[config.mk]
export PLATFORM = sky130hd
export DESIGN_NAME = irq_prio_resolver
export DESIGN_NICKNAME = d
export VERILOG_FILES = /design/src/rtl/irq_prio_pkg.sv /design/src/rtl/irq_prio_pick.sv /design/src/rtl/irq_prio_datapath.sv /design/src/rtl/irq_prio_ctrl.sv /design/src/rtl/irq_prio_resolver.sv
export SDC_FILE = /design/constraint.sdc
export NUM_CORES = 1
export LEC_CHECK = 0
export BUFFER_PORTS_ARGS = -buffer_cell sky130_fd_sc_hd__buf_2
export CAP_MARGIN = 20
export CORE_UTILIZATION = 30
export CTS_CLUSTER_SIZE = 30
export DETAILED_ROUTE_END_ITERATION = 16
export GPL_TIMING_DRIVEN = 0
export SLEW_MARGIN = 25
export SYNTH_ARGS = -nofsm -noshare
export SYNTH_HDL_FRONTEND = slang
export SYNTH_HIERARCHICAL = 1
export SYNTH_SLANG_ARGS = --single-unit
[constraint.sdc]
create_clock -name clk -period 4.85 [get_ports clk]
set_clock_uncertainty 0.1 [all_clocks]
set_input_delay 1.455 -clock clk [delete_from_list [all_inputs] [get_ports clk]]
set_output_delay 1.455 -clock clk [all_outputs]
set_load 0.02 [all_outputs]
[src/rtl/irq_prio_pkg.sv]
package irq_prio_pkg;

  localparam logic [1:0] ADDR_CFG  = 2'd0;
  localparam logic [1:0] ADDR_MASK = 2'd1;
  localparam logic [1:0] ADDR_CMD  = 2'd2;

  // strobes from control to datapath, one cycle each
  typedef struct packed {
    logic ack;
    logic eoi;
    logic cfgWr;
    logic maskWr;
  } ctrl_strobe_t;

endpackage

[src/rtl/irq_prio_pick.sv]
// Finds the first set bit of vec, scanning from line base+1 upward with wrap.
module irq_prio_pick #(
  parameter int LINES = 8,
  localparam int IW = $clog2(LINES)
) (
  input  logic [LINES-1:0] vec,
  input  logic [IW-1:0]    base,
  output logic             valid,
  output logic [IW-1:0]    idx,
  output logic [IW-1:0]    rank
);

  function automatic logic [IW-1:0] rotIdx(input logic [IW-1:0] b, input int k);
    return IW'((int'(b) + 1 + k) % LINES);
  endfunction

  always_comb begin
    valid = 1'b0;
    idx   = '0;
    rank  = '0;
    for (int k = LINES - 1; k >= 0; k--) begin
      if (vec[rotIdx(base, k)]) begin
        valid = 1'b1;
        idx   = rotIdx(base, k);
        rank  = IW'(k);
      end
    end
  end

endmodule

[src/rtl/irq_prio_datapath.sv]
module irq_prio_datapath
  import irq_prio_pkg::*;
#(
  parameter int LINES = 8,
  localparam int IW = $clog2(LINES)
) (
  input  logic              clk,
  input  logic              rstN,
  input  logic [LINES-1:0]  irqIn,
  input  ctrl_strobe_t      stb,
  input  logic [LINES-1:0]  wrData,
  output logic              reqValid,
  output logic [IW-1:0]     reqIdx,
  output logic [IW-1:0]     reqRank,
  output logic              isrValid,
  output logic [IW-1:0]     isrRank,
  output logic [LINES-1:0]  pendOut,
  output logic [LINES-1:0]  isrOut
);

  logic [LINES-1:0] sync1, syncReq, syncPrev;
  logic [LINES-1:0] pend, isr, mask;
  logic [LINES-1:0] pendNext, isrNext, riseVec, reqVec;
  logic [LINES-1:0] ackHot, eoiHot;
  logic             cfgLevel, cfgRotate;
  logic [IW-1:0]    lowBase, effBase, isrIdx;

  assign effBase = cfgRotate ? lowBase : IW'(LINES - 1);
  assign reqVec  = pend & ~mask;
  assign riseVec = syncReq & ~syncPrev;
  assign ackHot  = stb.ack ? ({{(LINES-1){1'b0}}, 1'b1} << reqIdx) : '0;
  assign eoiHot  = (stb.eoi && isrValid) ? ({{(LINES-1){1'b0}}, 1'b1} << isrIdx) : '0;

  irq_prio_pick #(.LINES(LINES)) u_reqPick (
    .vec(reqVec), .base(effBase), .valid(reqValid), .idx(reqIdx), .rank(reqRank)
  );

  irq_prio_pick #(.LINES(LINES)) u_isrPick (
    .vec(isr), .base(effBase), .valid(isrValid), .idx(isrIdx), .rank(isrRank)
  );

  for (genvar i = 0; i < LINES; i++) begin : g_line
    assign pendNext[i] = cfgLevel ? syncReq[i]
                                  : (riseVec[i] | (pend[i] & ~ackHot[i]));
    assign isrNext[i]  = ackHot[i] | (isr[i] & ~eoiHot[i]);
  end

  always_ff @(posedge clk) begin
    if (!rstN) begin
      sync1     <= '0;
      syncReq   <= '0;
      syncPrev  <= '0;
      pend      <= '0;
      isr       <= '0;
      mask      <= '0;
      cfgLevel  <= 1'b0;
      cfgRotate <= 1'b0;
      lowBase   <= IW'(LINES - 1);
    end else begin
      sync1    <= irqIn;
      syncReq  <= sync1;
      syncPrev <= syncReq;
      pend     <= pendNext;
      isr      <= isrNext;
      if (stb.maskWr) mask <= wrData;
      if (stb.cfgWr) begin
        cfgLevel  <= wrData[0];
        cfgRotate <= wrData[1];
      end
      if (stb.eoi && isrValid && cfgRotate) lowBase <= isrIdx;
    end
  end

  assign pendOut = pend;
  assign isrOut  = isr;

  // an acknowledge puts the offered line in service
  assert_ack_sets_isr_R5: assert property (@(posedge clk) disable iff (!rstN)
    stb.ack |=> isr[$past(reqIdx)]);

  // no line enters service without an acknowledge
  assert_no_isr_without_ack_R5: assert property (@(posedge clk) disable iff (!rstN)
    !stb.ack |=> ((isr & ~$past(isr)) == '0));

  // end-of-interrupt removes exactly one in-service line
  assert_eoi_one_bit_R7: assert property (@(posedge clk) disable iff (!rstN)
    (stb.eoi && !stb.ack && (isr != '0)) |=> ($countones(isr) == $countones($past(isr)) - 1));

  // end-of-interrupt with nothing in service is harmless
  assert_eoi_empty_R7: assert property (@(posedge clk) disable iff (!rstN)
    (stb.eoi && !stb.ack && (isr == '0)) |=> (isr == '0));

  // rotation makes the cleared line the lowest rank
  assert_rotate_base_R8: assert property (@(posedge clk) disable iff (!rstN)
    (stb.eoi && isrValid && cfgRotate) |=> (lowBase == $past(isrIdx)));

  // a synchronised rising edge is always captured in edge mode
  assert_edge_capture_R6: assert property (@(posedge clk) disable iff (!rstN)
    (!cfgLevel && (riseVec != '0)) |=> ((pend & $past(riseVec)) == $past(riseVec)));

endmodule

[src/rtl/irq_prio_ctrl.sv]
module irq_prio_ctrl
  import irq_prio_pkg::*;
#(
  parameter int LINES = 8,
  localparam int IW = $clog2(LINES)
) (
  input  logic          clk,
  input  logic          rstN,
  input  logic          wrEn,
  input  logic [1:0]    wrAddr,
  input  logic          cmdEoi,
  input  logic          intAck,
  input  logic          reqValid,
  input  logic [IW-1:0] reqRank,
  input  logic          isrValid,
  input  logic [IW-1:0] isrRank,
  output ctrl_strobe_t  stb,
  output logic          intOut
);

  // lower rank number means higher priority
  assign intOut = reqValid && (!isrValid || (reqRank < isrRank));

  always_comb begin
    stb        = '0;
    stb.ack    = intAck && intOut;
    stb.cfgWr  = wrEn && (wrAddr == ADDR_CFG);
    stb.maskWr = wrEn && (wrAddr == ADDR_MASK);
    stb.eoi    = wrEn && (wrAddr == ADDR_CMD) && cmdEoi;
  end

  // interrupt output drops right after an accepted acknowledge
  assert_int_falls_after_ack_R4: assert property (@(posedge clk) disable iff (!rstN)
    (stb.ack && !stb.maskWr && !stb.cfgWr && !stb.eoi) |=> !intOut || $changed(reqRank) || !$stable(isrRank));

endmodule

[src/rtl/irq_prio_resolver.sv]
module irq_prio_resolver
  import irq_prio_pkg::*;
#(
  parameter int LINES = 8,
  localparam int IW = $clog2(LINES)
) (
  input  logic             clk,
  input  logic             rstN,
  input  logic [LINES-1:0] irqIn,
  input  logic             wrEn,
  input  logic [1:0]       wrAddr,
  input  logic [LINES-1:0] wrData,
  input  logic             intAck,
  output logic             intOut,
  output logic [IW-1:0]    vecOut,
  output logic [LINES-1:0] pendOut,
  output logic [LINES-1:0] isrOut
);

  ctrl_strobe_t  stb;
  logic          reqValid, isrValid;
  logic [IW-1:0] reqIdx, reqRank, isrRank;

  irq_prio_ctrl #(.LINES(LINES)) u_ctrl (
    .clk(clk), .rstN(rstN), .wrEn(wrEn), .wrAddr(wrAddr), .cmdEoi(wrData[0]),
    .intAck(intAck), .reqValid(reqValid), .reqRank(reqRank),
    .isrValid(isrValid), .isrRank(isrRank), .stb(stb), .intOut(intOut)
  );

  irq_prio_datapath #(.LINES(LINES)) u_dp (
    .clk(clk), .rstN(rstN), .irqIn(irqIn), .stb(stb), .wrData(wrData),
    .reqValid(reqValid), .reqIdx(reqIdx), .reqRank(reqRank),
    .isrValid(isrValid), .isrRank(isrRank), .pendOut(pendOut), .isrOut(isrOut)
  );

  assign vecOut = reqIdx;

endmodule

==> flow_metrics.tcl <==
set metrics [dict create \
    run_status "finished with violations" \
    violations "setup timing" \
    critical_path_class "flop to output port" \
    largest_net_degree_at_the_start_of_global_routing 15 \
    hold_viol 0 \
    post-route-period-util 1.04 \
    chipHeight_um 118 \
    max_capacitance_violation_count 0 \
    syn_to_final_growth_pct 31.6 \
    regArea_um2 1070 \
    core_area_um2 12800 \
    antenna_found_initial 0 \
    grtUsageMet3 0.0223 \
    via_per_inst 5.45 \
    wire_length_of_the_first_global_routing_pass_um 18000 \
    critPathSlowestCell "sky130_fd_sc_hd__mux4_2" \
    path_clk_slew_ns 0.06 \
    post-route-util 0.412 \
    layout_cell_share_with_drive_strength_beyond_1 0.401 \
    period_minus_slack_ns 5.02 \
    path_cells "nand2b_4, buf_6, buf_8, inv_8, ha_4, buf_8, mux4_2, a21o_1, or2_4, o21a_1, ha_1, a211o_1, a21boi_4, buf_6" \
    filler_cell_count 1263 \
    yosys-top-cells-area "sky130_fd_sc_hd__dfxtp_1, sky130_fd_sc_hd__mux4_2, sky130_fd_sc_hd__mux2i_1" \
    dp.cells 634 \
    synthSimpleGateAreaFrac 0.203 \
    type_of_the_tightest_min_delay_check "flop to flop" \
    ir_worst_vdd_uv 200 \
    syn_inst 421 \
    finalWeightedCongestion 0.880 \
    timing_worst_slew_pin_value_ns 0.763 \
    synth-adder-area-share 0.0187 \
    remaining_design_rule_violation_count 0 \
    worst_path_maximum_fanout 6 \
    multi_input_comb_area_um2 3110 \
    slew_headroom 0.488 \
    global_route.peak_usage_layer "met2" \
    synth.top_cell.area_share 0.265 \
    synth-seq-cells 53 \
    ctsHtreeMaxLevel 2 \
    synth_top_family_by_area "multiplexers" \
    postSynthNetCount 449 \
    critPathCaptureType "output port" \
    ant_nets 0 \
    std_cell_rows 41 \
    globalRouteOverflowTotal 0 \
    synth.yosys.seq_area_share 0.265 \
    layoutNonFillerInstCount 676 \
    post_synthesis_mean_instance_area_um2 9.53 \
    whs_ns 0.333 \
    synth_enable_flop_cells 0 \
    startpoint_type "flop" \
    routedWlPerCell_um 16.5 \
    cts.root.buffer_cell "sky130_fd_sc_hd__clkbuf_16" \
    fin_ws_ns -0.171 \
    clock_tree.buffer_depth 2 \
    rrSetupSlack_ns 0.64 \
    synth_flop_cell "sky130_fd_sc_hd__dfxtp_1" \
    finalSetupViolCount 2 \
    synthMuxAreaShare 0.255 \
    worst_skew_pair.late_latency_ns 0.28 \
    path_delay_family "compound AO/OA/AOI/OAI gates" \
    gr-usage-met1 0.205 \
    synth_compound_gate_area_share 0.182 \
    synth_area_in_xor_xnor 0.0318 \
    number_of_primary_i_o_pins 42 \
    post_synth_num_cell_types 57 \
    nNetsFinal 532 \
    rsz0062_at_grt "yes" \
    powerDensity_nw_per_um2 219 \
    critPathMaxStageDelay_ns 0.40 \
    detail_route.iter0.violations 237 \
    grt_util_met2 0.274 \
    totalNegativeSetupSlack_ns -0.256 \
    postCtsHoldBufs 0 \
    wirelength_um 11100 \
    cp.buffers_inverters 5 \
    detailed_place_hpwl_um 7810 \
    power.total_uw 1150 \
    fraction_of_registers_with_async_set_or_reset_after_synthesis 0 \
    warning_count_from_the_yosys_run 6 \
    max_clock_freq_mhz 199 \
    chipWidth_um 118 \
    initial_core_util 0.313 \
    tritoncts_num_sinks 53 \
    max_slew_violations 0 \
    via_count_of_the_first_global_routing_pass 3540 \
    port_buffers 41 \
    total_leakage_power_uw 0.00215 \
    dr_total_vias 3685 \
    critical_path_required_ns 3.29 \
    n_antenna_cell 0 \
    track_usage 0.157 \
    firstDrtPassIters 4 \
    tritoncts_clock_tree "done" \
    synthDominantAreaCellType "sky130_fd_sc_hd__dfxtp_1" \
    synthesis.area_um2 4010 \
    cts-buffers-inserted 5 \
    crit_arrival_ns 3.47 \
    fp.dieArea_um2 13800 \
]
==> where the power goes <==
group          switching [µW]  internal (µW)  leakage, µW
Sequential               16.2            454     0.000434
Combinational             180            162      0.00164
Clock                     140            203    0.0000700
==> cell usage in the layout, fill, tap and decap left out, drive strengths merged, types with 4 or more instances in the layout <==
cell type,netlist,routed
a311oi,6,6
a2111oi,4,4
nand2b,14,14
o31ai,4,4
inv,12,12
a21boi,9,9
and2,26,26
clkbuf,6,12
a221oi,4,4
a21oi,11,11
nand2,19,19
ha,6,6
mux2i,33,33
nand3b,5,5
nor3b,5,5
mux2,24,24
o211ai,4,4
mux4,18,18
buf,18,95
nand3,12,12
dfxtp,53,53
nor2,22,22
o21ai,14,14
nor2b,23,23
nor3,14,14
a211oi,6,6
a32o,10,10
==> cells in the mapped netlist, drive strengths merged (3+ instances only) <==
master,count
nand3,12
a21oi,11
clkbuf,6
and2b,3
nand2,19
a2111oi,4
o21ai,14
ha,6
nand3b,5
mux2i,33
o211ai,4
mux2,24
a311oi,6
and2,26
a211oi,6
dfxtp,53
a32o,10
nor3b,5
nor3,14
buf,18
o31ai,4
mux4,18
a21boi,9
nand2b,14
a221oi,4
o21a,3
inv,12
nor2b,23
nor2,22
==> registers in the layout, indices dropped and copies added, names as in the netlist <==
name / count
u_dp/isrOut: 8
u_dp/mask: 8
u_dp/pendOut: 8
u_dp/sync1: 8
u_dp/syncPrev: 8
u_dp/syncReq: 8
u_dp/lowBase: 3
u_dp/cfgLevel: 1
u_dp/cfgRotate: 1
==> what timing repair did <==
action	CTS	global route
setup buffers	28	9
setup endpoints to repair	16	4
endpoints found under the hold margin	0	0
gates cloned	0	0
gates resized for setup	75	15
pin swaps	14	10
==> cell type report <==
cell class / count / share of cell area
multi-input cells: 332 / 0.590
well taps: 172 / 0.0408
repair buffers: 78 / 0.0965
flip-flops and latches: 53 / 0.202
clock buffers: 7 / 0.0270
plain buffers: 22 / 0.0325
inverters: 12 / 0.0114
==> worst paths after layout <==
check | from | end | cells after the start
min | u_dp/sync1[1]$_SDFF_PN0_ | u_dp/syncReq[1]$_SDFF_PN0_ | 1
max | u_dp/lowBase[0]$_SDFFE_PN1P_ | intOut | 14
min reg2reg | u_dp/sync1[1]$_SDFF_PN0_ | u_dp/syncReq[1]$_SDFF_PN0_ | 1
max reg2reg | u_dp/lowBase[0]$_SDFFE_PN1P_ | u_dp/pendOut[3]$_SDFF_PN0_ | 16
==> routing by layer <==
| layer | vias to the layer above | part of all wire |
|---|---|---|
| met5 | - | 0 |
| li1 | 1763 | - |
| met3 | 17 | 0.051 |
| met2 | 135 | 0.49 |
| met1 | 1770 | 0.44 |
| met4 | 0 | 0.017 |
==> cell families (layout without fill, tap and decap cells) <==
family,Yosys count,in the layout
buf+inv,36,119
mux,75,75
simple gates,147,147
flops,53,53
xor+xnor,8,8
fa+ha+maj,6,6
compound gates,96,96
==> metrics by stage <==
stage | worst slack (ns) | area, µm²
after floorplan | -0.116 | 4040
after global placement | -0.684 | 4460
after detailed placement | -0.755 | 4460
after CTS | -0.177 | 5150
after global routing | -0.306 | 5280
final | -0.171 | 5280
Power figures use the tool's default switching activity.
